==> config.mk <==
export PLATFORM = sky130hd
export DESIGN_NAME = lutram_cell
export DESIGN_NICKNAME = d
export VERILOG_FILES = /design/src/rtl/lutram_pkg.sv /design/src/rtl/lutram_rd_sel.sv /design/src/rtl/lutram_wr_dec.sv /design/src/rtl/lutram_bank.sv /design/src/rtl/lutram_cell.sv
export SDC_FILE = /design/constraint.sdc
export NUM_CORES = 1
export LEC_CHECK = 0
export BUFFER_PORTS_ARGS = -buffer_cell sky130_fd_sc_hd__buf_2
export CORE_AREA = 8 8 92 115
export DETAILED_ROUTE_END_ITERATION = 10
export DIE_AREA = 0 0 100 123
export GPL_TIMING_DRIVEN = 0
export PLACE_DENSITY = 0.6
export SLEW_MARGIN = 20
export SYNTH_ARGS = -nofsm -noshare
export SYNTH_HDL_FRONTEND = slang
export SYNTH_SLANG_ARGS = --single-unit
export TNS_END_PERCENT = 5
==> constraint.sdc <==
create_clock -name clk_i -period 5.6 [get_ports clk_i]
set_clock_uncertainty 0.15 [all_clocks]
set_input_delay 1.68 -clock clk_i [delete_from_list [all_inputs] [get_ports clk_i]]
set_output_delay 1.68 -clock clk_i [all_outputs]
set_load 0.02 [all_outputs]
==> src/rtl/lutram_pkg.sv <==
package lutram_pkg;

  localparam int unsigned LR_ENTRY_LOG2 = 6;
  localparam int unsigned LR_WADDR_W    = 8;
  localparam int unsigned LR_DATA_W     = 2;

  typedef enum logic {
    ORG_WIDE1 = 1'b0,
    ORG_PAIR2 = 1'b1
  } org_e;

endpackage

==> src/rtl/lutram_rd_sel.sv <==
module lutram_rd_sel #(
  parameter int unsigned AW  = 6,
  parameter int unsigned WAW = 8
) (
  input  logic           share_i,
  input  logic [WAW-1:0] wr_addr_i,
  input  logic [AW-1:0]  rd_addr_i,
  output logic [AW-1:0]  eff_addr_o
);

  always_comb begin
    if (share_i) eff_addr_o = wr_addr_i[AW-1:0];
    else         eff_addr_o = rd_addr_i;
  end

endmodule

==> src/rtl/lutram_wr_dec.sv <==
module lutram_wr_dec
  import lutram_pkg::*;
#(
  parameter int unsigned AW    = 6,
  parameter int unsigned WAW   = 8,
  parameter int unsigned DW    = 2,
  localparam int unsigned BAW  = AW - 1
) (
  input  logic           rst_i,
  input  logic           org_i,
  input  logic           wr_en_i,
  input  logic           wr_qual_i,
  input  logic [WAW-1:0] wr_addr_i,
  input  logic [DW-1:0]  wr_data_i,
  output logic [DW-1:0]  bank_we_o,
  output logic [BAW-1:0] bank_addr_o,
  output logic [DW-1:0]  bank_din_o
);

  logic fire;

  assign fire        = wr_en_i & wr_qual_i & ~rst_i;
  assign bank_addr_o = wr_addr_i[BAW-1:0];

  for (genvar g = 0; g < DW; g++) begin : g_bank
    always_comb begin
      if (org_e'(org_i) == ORG_PAIR2) begin
        bank_we_o[g]  = fire;
        bank_din_o[g] = wr_data_i[g];
      end else begin
        bank_we_o[g]  = fire & (wr_addr_i[AW-1] == g[0]);
        bank_din_o[g] = wr_data_i[0];
      end
    end
  end

endmodule

==> src/rtl/lutram_bank.sv <==
module lutram_bank #(
  parameter int unsigned BAW   = 5,
  localparam int unsigned DEPTH = 1 << BAW
) (
  input  logic           clk_i,
  input  logic           we_i,
  input  logic [BAW-1:0] waddr_i,
  input  logic           din_i,
  input  logic [BAW-1:0] raddr_i,
  output logic           dout_o
);

  logic mem [DEPTH];

  always_ff @(posedge clk_i) begin
    if (we_i) mem[waddr_i] <= din_i;
  end

  assign dout_o = mem[raddr_i];

endmodule

==> src/rtl/lutram_cell.sv <==
module lutram_cell
  import lutram_pkg::*;
#(
  parameter int unsigned AW  = LR_ENTRY_LOG2,
  parameter int unsigned WAW = LR_WADDR_W,
  parameter int unsigned DW  = LR_DATA_W,
  localparam int unsigned BAW = AW - 1
) (
  input  logic           clk_i,
  input  logic           rst_i,
  input  logic           org_i,
  input  logic           share_i,
  input  logic           wr_en_i,
  input  logic           wr_qual_i,
  input  logic [WAW-1:0] wr_addr_i,
  input  logic [AW-1:0]  rd_addr_i,
  input  logic [DW-1:0]  wr_data_i,
  output logic           rd_hi_o,
  output logic           rd_lo_o
);

  logic [AW-1:0]  eff_addr;
  logic [DW-1:0]  bank_we;
  logic [BAW-1:0] bank_addr;
  logic [DW-1:0]  bank_din;
  logic [DW-1:0]  bank_dout;

  lutram_rd_sel #(.AW(AW), .WAW(WAW)) u_rsel (
    .share_i   (share_i),
    .wr_addr_i (wr_addr_i),
    .rd_addr_i (rd_addr_i),
    .eff_addr_o(eff_addr)
  );

  lutram_wr_dec #(.AW(AW), .WAW(WAW), .DW(DW)) u_wdec (
    .rst_i      (rst_i),
    .org_i      (org_i),
    .wr_en_i    (wr_en_i),
    .wr_qual_i  (wr_qual_i),
    .wr_addr_i  (wr_addr_i),
    .wr_data_i  (wr_data_i),
    .bank_we_o  (bank_we),
    .bank_addr_o(bank_addr),
    .bank_din_o (bank_din)
  );

  for (genvar g = 0; g < DW; g++) begin : g_bank
    lutram_bank #(.BAW(BAW)) u_bank (
      .clk_i  (clk_i),
      .we_i   (bank_we[g]),
      .waddr_i(bank_addr),
      .din_i  (bank_din[g]),
      .raddr_i(eff_addr[BAW-1:0]),
      .dout_o (bank_dout[g])
    );
  end

  always_comb begin
    rd_lo_o = bank_dout[0];
    if (org_e'(org_i) == ORG_WIDE1 && !eff_addr[AW-1]) rd_hi_o = bank_dout[0];
    else                                                rd_hi_o = bank_dout[1];
  end

endmodule

# ---- Word-level counts from Yosys, hierarchy flattened
# Memory sizes are Yosys's and may differ from the RTL's.
# Index checks and enable logic that the tools add are counted.
dict set report op_classes {
  muxes 9
  n_bitwise 7
  reduce_logical 2
}
# op count
set op_table {}
lappend op_table {{$mux W1} 8}
lappend op_table {{$mux W6} 1}
lappend op_table {{$and A1 B1 Y1} 4}
lappend op_table {{$not A1 Y1} 3}
lappend op_table {{$logic_and A1 B1 Y1} 1}
lappend op_table {{$logic_not A1 Y1} 1}
dict set report word_totals {
  register_bits 0
  ram_bits 64
  input_bits 22
  out_inout_bits 2
  word_cells 20
  memories 2
}
# memory words width rd rd_clocked_by_memory_dff wr line_no
set memory_table {}
lappend memory_table {{g_bank[0].u_bank.mem} 32 1 1 0 1 lutram_bank.sv:13} ;# logic mem [DEPTH];
lappend memory_table {{g_bank[1].u_bank.mem} 32 1 1 0 1 lutram_bank.sv:13}

# ---- Depth between registers and ports, before layout
# Gate-level depths: netlist of run 1.
dict set report depth {
  word_depth 6
  ltp_mapped 8
  ltp_nobuf 7
}

# ---- By module
# Synthesis of run 1 repeated with hierarchy kept, for this count alone.
dict set report hier_totals {
  hier_cells 259
  area_unflattened_um2 3195.6
}
# module n_inst cells_per_inst area_each_um2 seq_area_each_um2
set modules_own_cells {}
lappend modules_own_cells {lutram_bank 2 119 1497.7 960.9}
lappend modules_own_cells {lutram_rd_sel 1 7 101.3 0.0}
lappend modules_own_cells {lutram_wr_dec 1 12 83.8 0.0}
lappend modules_own_cells {lutram_cell 1 2 15.0 0.0}

# ---- Worst setup path after synthesis of run 1
# Ideal clock, no wire load.
dict set report synth_timing {
  kind {input-to-output}
  startpoint {input share_i}
  endpoint {output rd_hi_o}
  arrival_time_ns 3.405
  required_time_ns 3.770
  setup_slack_ns 0.365
  cell_stages 7
  cell_sequence {mux2i_2 -> mux4_2 -> nand2_1 -> o31ai_1 -> a21oi_1 -> a22oi_2 -> a32o_1}
}
# item line_no
set synth_lines {}
lappend synth_lines {{from (decl)} lutram_cell.sv:12} ;# input logic share_i,
lappend synth_lines {{$mux W6} lutram_rd_sel.sv:12} ;# if (share_i) eff_addr_o = wr_addr_i[AW-1:0];
lappend synth_lines {{$mem_v2 Z32 W1} n/a}
lappend synth_lines {{net rd_lo_o} lutram_cell.sv:19} ;# output logic rd_lo_o
lappend synth_lines {{$mux W1} lutram_cell.sv:60} ;# if (org_e'(org_i) == ORG_WIDE1 && !eff_addr[AW-1]) rd_hi_o = bank_dout[0];
lappend synth_lines {{to (decl)} lutram_cell.sv:18} ;# output logic rd_hi_o,
# The timed path passes the listed nets, and every way through them passes these cells.

# ---- Worst setup path in the final report of run 1
dict set report layout_timing {
  startpoint {input share_i}
  endpoint {output rd_hi_o}
}
dict set report layout_via {
  elab_chain_cells 4
}
# item line_no
set layout_rtl {}
lappend layout_rtl {{$mux W6 (*)} lutram_rd_sel.sv:12}
lappend layout_rtl {{parallel branches: the longest is 2 deep, another holds $mem_v2 Z32 W1} n/a}
lappend layout_rtl {{$mux W1 (*)} lutram_cell.sv:60}
# Mark *: on every way between the ends.

==> results of run 1 <==
-- cells by family after synthesis --
kind of cell / after synthesis
AND/OR/NAND/NOR: 145
buffers and inverters: 26
flip-flops: 64
AO/OA/AOI/OAI: 63
multiplexers: 15
-- final timing paths --
check / to / slack [ps] / depth (start not counted)
hold / removal: g_bank[0].u_bank.mem[8] / 1710 / 1
setup / recovery: rd_hi_o / 130 / 9
-- final cells by class --
| cell class | instances | area, µm² | share of cell area, % |
|---|---|---|---|
| sequential | 64 | 1920 | 47.7 |
| multi-input combinational | 223 | 1360 | 33.8 |
| clock buffer | 9 | 225 | 5.59 |
| tap | 123 | 154 | 3.82 |
| timing repair buffer | 25 | 153 | 3.79 |
| clock inverter | 7 | 86.3 | 2.14 |
| buffer | 14 | 86.3 | 2.14 |
| inverter | 11 | 41.3 | 1.02 |
-- per-layer routing --
layer  vias up  share of wire, %
met2       100                51
met4         0               3.7
li1       1205                 -
met3        20               6.4
met5         -                 0
met1      1227                39
-- power groups by stage --
stage               Clock (mW)  Combinational, mW  Sequential (mW)
CTS                      0.589              0.135            0.531
finish                   0.580              0.137            0.531
detailed placement           0              0.128            0.541
global placement             0              0.127            0.541
global route             0.612              0.148            0.531
floorplan                    0             0.0843            0.541
-- timing repair --
action	4_1_cts	5_1_grt
setup buffers	5	1
pin swaps	0	1
gates resized for setup	1	4
setup endpoints to repair	2	1
-- cell usage in the layout (no fill, tap or decap), types with 9 or more instances in the layout --
master | synthesis | layout
inv_1 | 11 | 11
a22oi_1 | 11 | 11
clkbuf_16 | 0 | 9
edfxtp_1 | 64 | 64
nand2b_1 | 23 | 23
o21ai_0 | 11 | 11
a21oi_1 | 17 | 16
buf_2 | 2 | 21
nand2_1 | 16 | 16
nor2_1 | 73 | 73
-- critical path: stages --
cell	delay (ps)
buf_2	150
buf_6	180
mux2i_4	280
buf_12	160
mux2i_1	80
mux4_2	490
a31oi_1	200
a32o_1	230
buf_2	180
==> qor.yml, run 1 <==
avgSynthCellArea_um2: 10.9
die_height_um: 123
synthMuxAreaShare_pct: 7.44
synthTopCellsByArea: "edfxtp_1 (57%), nor2_1 (8.1%), nand2b_1 (4.2%)"
grtUsageMet3_pct: 3.66
dp.cells: 455
p_int_mw: 0.970
ys_async_sr_fraction_pct: 0
antenna_left: 0
cts.sinks: 64
grtUsageTotal_pct: 14.9
port_buffers: 19
met2_usage_pct: 25.4
wl_per_cell_um: 17.8
p_leak_nw: 1.33
drive_gt1_share_pct: 18.1
die_w_um: 100
holdWs_ps: 1710
fmax_mhz: 183
top_regs: "g_bank.u_bank.mem: 64 flops"
routed_wirelength_um: 8490
cp-end-kind: "primary output"
synth-simple-area-share_pct: 20.4
fin_nets: 370
worst_pin_slew_ps: 522
grt_pass1_vias: 2626
slew_headroom_pct: 65.2
synth_xor_xnor_area_share_pct: 0
row_count: 39
vias: 2552
final_area_um2: 4030
yosysMostFrequentCell: "nor2_1"
power_frac_seq_pct: 42.6
synth_commonest_cells: "nor2_1 (73), edfxtp_1 (64), nand2b_1 (23)"
grt_pass1_wl_um: 13500
power_switching_mw: 0.278
grt_max_degree: 34
fin_cells: 476
synthesis.area_um2: 3400
syn-num-nets: 335
clk_path_buf_depth: 2
clock-root-buffer: "clkbuf_16"
power_mw: 1.25
synth_top_area_cell: "edfxtp_1"
hpwl_um: 6000
maxCapViolCount: 0
post-route-util_pct: 45.4
die_area_um2: 12300
ys_ff_latch: 64
routed_via_density: 5.36
place_congestion: 0.845
critPathMaxFanout: 10
drtIter0Drc: 201
drc_errors: 0
yosys_warnings: 0
largest_register: "g_bank.u_bank.mem"
antenna_found_initial: 0
cts_buffers: 9
rsz0062_at_grt: "no"
comb_power_share_pct: 10.9
finalHoldViolations: 0
critPathArrivalTime_ps: 3640
syn_to_final_growth_pct: 18.6
cts_hold_buf: 0
io_pins: 24
final.setup.tns_ps: 0
status: "completed"
pwr_density_cell_nw_per_um2: 310
post_dp_cell_area_um2: 3650
drv_slew: 0
synthFlopType: "edfxtp_1"
cts_tree: "done"
required_ps: 3770
synth_top_family_by_area: "simple AND/OR/NAND/NOR gates"
synth_compound_area_share_pct: 11.7
synthCells: 313
synthAdderAreaFrac_pct: 0
dp_slack_ps: -251
start_util_pct: 38.3
fp.coreArea_um2: 8880
fin_ws_ps: 131
critPathLaunch: "share_i"
synth_top_area_share_pct: 56.6
grt.overflow.total: 0
antenna_cells: 0
min_from: "wr_data_i[0]"
fin_crit_sh_pct: 97.7
h-tree-depth: 3
clock_power_share_pct: 46.5
path_clk_slew_ps: 50
cp-start-kind: "input pin"
switching_share_pct: 22.3
grt.busiest_layer: "met2"
setup_violations: 0
synth_edf_count: 64
fillers: 888
grt_use_met1_pct: 16.4
drtPass1Iterations: 5
largest_reg_flops: 64
post_synth_num_cell_types: 40
peakVddDrop_mv: 0.211
hold_path.class: "in2reg"
ys_seq_area_share_pct: 56.6
path_class: "in2out"
post-route-min-period_ps: 5470
No activity file was read; power rests on OpenSTA's default activity.
==> run 2: changes to the inputs <==
BUFFER_PORTS_ARGS = -buffer_cell sky130_fd_sc_hd__clkbuf_2   (was -buffer_cell sky130_fd_sc_hd__buf_2)
PLACE_DENSITY = unset   (was 0.6)
clock period = 5.7 ns   (was 5.6 ns; I/O delays follow)
==> run 2 against run 1 <==
  * Setup slack lost 42 ps
  * Highest routed layer unchanged
  * Largest power group unchanged
  * Critical path type unchanged
  * Count of clock-buffer cells in the layout grew 1
  * Sequential power decreased by 2%
  * Cell count is the same
==> qor.yml, run 2 (synthesis results as in run 1) <==
p_leak_nw: 1.35  # was 1.33 nW
mostFrequentLayoutCell: "nor2_1"  # unchanged
die_area_um2: 12300  # unchanged
critPathLaunch: "rd_addr_i[0]"  # was share_i
h-tree-depth: 3  # unchanged
vias: 2535  # was 2552
fp.coreArea_um2: 8880  # unchanged
final_cell_mix: "nor2_1 (73), edfxtp_1 (64), nand2b_1 (23)"  # unchanged
die_w_um: 100  # unchanged
io_pins: 24  # unchanged
top_regs: "g_bank.u_bank.mem: 64 flops"  # unchanged
pwr_density_cell_nw_per_um2: 316  # was 310 nW/µm²
required_ps: 3840  # was 3770 ps
grt_pass1_vias: 2546  # was 2626
fmax_mhz: 178
largest_register: "g_bank.u_bank.mem"  # unchanged
clock-root-buffer: "clkbuf_16"  # unchanged
place_congestion: 0.830  # was 0.845
clk_path_buf_depth: 2  # unchanged
port_buffers: 19  # unchanged
cts.sinks: 64  # unchanged
start_util_pct: 38.3  # unchanged
routed_wirelength_um: 8620  # was 8490 µm
setup_violations: 0  # unchanged
cts_tree: "done"  # unchanged
drtIter0Drc: 227  # was 201
fin_cells: 476  # unchanged
grt_max_degree: 34  # unchanged
row_count: 39  # unchanged
hpwl_um: 5990  # was 6000 µm
hold_path.class: "in2reg"  # unchanged
cp-end-kind: "primary output"  # unchanged
routed_via_density: 5.33  # was 5.36
slew_headroom_pct: 61.2  # was 65.2%
fin_nets: 370  # unchanged
finalHoldViolations: 0  # unchanged
status: "completed"  # unchanged
grtUsageTotal_pct: 14.8  # was 14.9%
antenna_left: 0  # unchanged
wl_per_cell_um: 18.1  # was 17.8 µm
rsz0062_at_grt: "no"  # unchanged
path_clk_slew_ps: 60  # was 50 ps
fin_crit_sh_pct: 98.4
post-route-min-period_ps: 5610
worst_pin_slew_ps: 582  # was 522 ps
path_class: "in2out"  # unchanged
fin_ws_ps: 88.9  # was 131 ps
maxCapViolCount: 0  # unchanged
drv_slew: 0  # unchanged
cp-start-kind: "input pin"  # unchanged
antenna_found_initial: 0  # unchanged
drtPass1Iterations: 4  # was 5
critPathArrivalTime_ps: 3750  # was 3640 ps
peakVddDrop_mv: 0.147  # was 0.211 mV
syn_to_final_growth_pct: 19.1  # was 18.6%
dp_slack_ps: -237  # was -251 ps
min_from: "wr_data_i[0]"  # unchanged
critPathMaxFanout: 12  # was 10
cts_buffers: 9  # unchanged
die_height_um: 123  # unchanged
drive_gt1_share_pct: 17.8  # was 18.1%
grt.overflow.total: 0  # unchanged
grt_pass1_wl_um: 13400  # was 13500 µm
largest_reg_flops: 64  # unchanged
drc_errors: 0  # unchanged
antenna_cells: 0  # unchanged
dp.cells: 455  # unchanged
==> run 2: cell types whose count changed in the layout (fill, tap and decap cells not counted), moves of 2 or more <==
cell and change:
clkbuf_1 +2, buf_2 -19, clkbuf_2 +18, clkinv_1 -2
clkinvlp_4 -2
==> run 2: final timing paths <==
| check | to | depth (start not counted) |
|---|---|---|
| worst min-delay path | g_bank[0].u_bank.mem[9] | 1 |
| worst max-delay path | rd_hi_o | 9 |
==> run 2: layer usage <==
layer  global-route usage (%)  vias to the layer above  part of all wire, %
met4                     7.58                        0                  2.9
met1                     17.8                     1217                   41
met3                     3.27                       18                  6.4
met2                     24.4                       97                   50
met5                        0                        -                    0
li1                         -                     1203                    -
==> run 2: timing repair <==
action                                  in CTS  in global routing
gates resized for setup                      1                  0
pin swaps                                    0                  1
buffers inserted                             5                  1
hold buffers                                 0                  0
endpoints found under the setup margin       1                  1
==> run 2: where the power goes <==
| group | switching [mW] | internal [mW] | leakage (nW) | total [mW] |
|---|---|---|---|---|
| combinational | 0.0808 | 0.0531 | 0.606 | 0.134 |
| clock | 0.196 | 0.425 | 0.164 | 0.621 |
| sequential | 0.000399 | 0.522 | 0.575 | 0.522 |
| total | 0.277 | 1.00 | 1.35 | 1.28 |
==> run 2: cell type report <==
| class | instances | area, µm² |
|---|---|---|
| plain buffers | 14 | 85.1 |
| multi-input cells | 223 | 1360 |
| clock buffers | 10 | 229 |
| well taps | 123 | 154 |
| repair buffers | 25 | 153 |
| fillers | 864 | 4830 |
| inverters | 11 | 41.3 |
| clock inverters | 6 | 108 |
| flip-flops and latches | 64 | 1920 |
==> run 2: worst max-delay path: stages <==
cell      delay (ps)
clkbuf_2         220
clkbuf_1         420
o21ai_0          140
and2_1           170
o22ai_1          150
nor3_1            60
or4_1            410
a32o_1           300
clkbuf_2         160
==> run 2: metrics by stage <==
step | setup TNS [ps] | utilization [%] | power [mW] | hold slack [ps] | area, µm²
finish | 0 | 45.6 | 1.28 | 1880 | 4050
CTS | 0 | 45.5 | 1.29 | 1890 | 4040
floorplan | 0 | - | 0.614 | 1660 | 3400
detailed placement | -237 | 41.1 | 0.658 | 2230 | 3650
global placement | -239 | 41.1 | 0.656 | 2200 | 3650
global route | 0 | 45.6 | 1.31 | 1940 | 4050
==> run 3: changes to the inputs <==
clock period = 6.19 ns   (was 5.7 ns; I/O delays follow)
==> run 3 against run 2 <==
  * Sequential share of layout area up 0.64 points
  * Via count shrank 1.0%
  * First-iteration DRC count is 21% lower
  * Wire length decreased by 0.53%
  * Power decreased by 8.4%
  * Design area decreased by 1.3%
  * Sequential power fell by 7.9%
  * Utilization decreased by 0.61 points
  * Critical path depth stayed put
  * Cell count decreased by 1.1%
  * Critical endpoint unchanged
==> qor.yml, run 3 (synthesis results as in run 1) <==
fin_ws_ps: 168  # was 88.9 ps
fillers: 868  # was 864
grtUsageTotal_pct: 14.7  # was 14.8%
hold_path.class: "in2reg"  # unchanged
worst_pin_slew_ps: 567  # was 582 ps
h-tree-depth: 3  # unchanged
rsz0062_at_grt: "no"  # unchanged
clk_path_buf_depth: 2  # unchanged
start_util_pct: 38.3  # unchanged
post-route-min-period_ps: 6020
p_leak_nw: 1.31  # was 1.35 nW
post-cts-setup-buffer-count: 0  # was 5
crit_slowest_cell: "mux4_2"  # was clkbuf_1
largest_reg_flops: 64  # unchanged
drc_errors: 0  # unchanged
antenna_found_initial: 0  # unchanged
grt_use_met1_pct: 18.0  # was 17.8%
path_clk_slew_ps: 50  # was 60 ps
peakVddDrop_mv: 0.136  # was 0.147 mV
critPathMaxFanout: 6  # was 12
dp_slack_ps: -41.4  # was -237 ps
grt_pass1_vias: 2523  # was 2546
antenna_cells: 0  # unchanged
met2_usage_pct: 24.3  # was 24.4%
hpwl_um: 5990  # unchanged
cts_buffers: 9  # unchanged
wl_per_cell_um: 18.2  # was 18.1 µm
routed_via_density: 5.33  # about the same
place_congestion: 0.830  # unchanged
slew_headroom_pct: 62.2  # was 61.2%
drtIter0Drc: 179  # was 227
cp-end-kind: "primary output"  # unchanged
cts_tree: "done"  # unchanged
fmax_mhz: 166
die_w_um: 100  # unchanged
drive_gt1_share_pct: 16.4  # was 17.8%
fin_crit_sh_pct: 97.3
critPathArrivalTime_ps: 4010  # was 3750 ps
die_area_um2: 12300  # unchanged
port_buffers: 19  # unchanged
cpPeakStageDelay_ps: 550  # was 420 ps
drv_slew: 0  # unchanged
top_regs: "g_bank.u_bank.mem: 64 flops"  # unchanged
finalHoldViolations: 0  # unchanged
required_ps: 4180  # was 3840 ps
io_pins: 24  # unchanged
cts_hold_buf: 0  # unchanged
crit_path_cell_trace: "clkbuf_2, mux2i_4, mux4_2, nand2_1, o31ai_1, a21oi_1, a22oi_2, a32o_1, clkbuf_2"  # was clkbuf_2, clkbuf_1, o21ai_0, and2_1, o22ai_1, nor3_1, or4_1, a32o_1, clkbuf_2
die_height_um: 123  # unchanged
final_area_um2: 3990  # was 4050 µm²
maxCapViolCount: 0  # unchanged
largest_register: "g_bank.u_bank.mem"  # unchanged
grt.overflow.total: 0  # unchanged
post_dp_cell_area_um2: 3650  # unchanged
final_cell_mix: "nor2_1 (73), edfxtp_1 (64), nand2b_1 (23)"  # unchanged
grt_max_degree: 34  # unchanged
setup_violations: 0  # unchanged
drtPass1Iterations: 4  # unchanged
vias: 2509  # was 2535
path_class: "in2out"  # unchanged
row_count: 39  # unchanged
mostFrequentLayoutCell: "nor2_1"  # unchanged
pwr_density_cell_nw_per_um2: 293  # was 316 nW/µm²
fin_nets: 365  # was 370
routed_wirelength_um: 8580  # was 8620 µm
grtUsageMet3_pct: 3.04  # was 3.27%
fp.coreArea_um2: 8880  # unchanged
clock-root-buffer: "clkbuf_16"  # unchanged
cp-start-kind: "input pin"  # unchanged
cts.sinks: 64  # unchanged
syn_to_final_growth_pct: 17.5  # was 19.1%
grt.busiest_layer: "met2"  # unchanged
crit_top_cell: "clkbuf_2"  # unchanged
antenna_left: 0  # unchanged
post-route-util_pct: 45.0  # was 45.6%
status: "completed"  # unchanged
grt_pass1_wl_um: 13300  # was 13400 µm
[run 3: path summary, 6_finish.rpt]
check / depth (start not counted) / slack [ps] / end / startpoint
worst max-delay path: 9 / 170 / rd_hi_o / share_i
worst min-delay path: 1 / 2020 / g_bank[0].u_bank.mem[8] / wr_data_i[0]
[run 3: power breakdown]
part | internal, mW | leakage, nW | switching, mW | total, mW
Sequential | 0.480 | 0.575 | 0.000371 | 0.481
Clock | 0.392 | 0.164 | 0.181 | 0.572
Combinational | 0.0443 | 0.574 | 0.0730 | 0.117
Total | 0.916 | 1.31 | 0.254 | 1.17
[run 3: routing by layer]
metal,vias up,part of all wire (%)
met5,-,0
met4,0,2.2
met3,14,6.3
met2,88,50
met1,1214,42
li1,1193,-
[run 3: worst max-delay path: cells and delay by family]
| family | cells | cell delay [ps] |
|---|---|---|
| AND/OR/NAND/NOR | 1 | 120 |
| buffers and inverters | 2 | 330 |
| multiplexers | 2 | 1020 |
| AO/OA/AOI/OAI | 4 | 690 |
[run 3: what timing repair did]
item,in CTS,in global routing
endpoints found under the hold margin,0,0
gates resized for setup,1,0
setup endpoints to repair,1,0
[run 3: area by class of cell]
| type | count | area, µm² | area share, % |
|---|---|---|---|
| Timing Repair Buffer | 19 | 95.1 | 2.38 |
| Sequential cell | 64 | 1920 | 48.1 |
| Inverter | 11 | 41.3 | 1.03 |
| Clock buffer | 10 | 229 | 5.73 |
| Clock inverter | 6 | 108 | 2.70 |
| Buffer | 15 | 88.8 | 2.23 |
| Tap cell | 123 | 154 | 3.85 |
| Multi-Input combinational cell | 223 | 1360 | 33.9 |
[run 3: per-stage QoR]
step,power (mW),setup TNS (ps),cells,hold slack (ps)
after floorplan,0.566,0,313,1810
after global placement,0.604,-42.7,455,2350
after detailed placement,0.606,-41.4,455,2370
after CTS,1.18,0,471,2030
after global routing,1.20,0,471,2090
final,1.17,0,471,2020
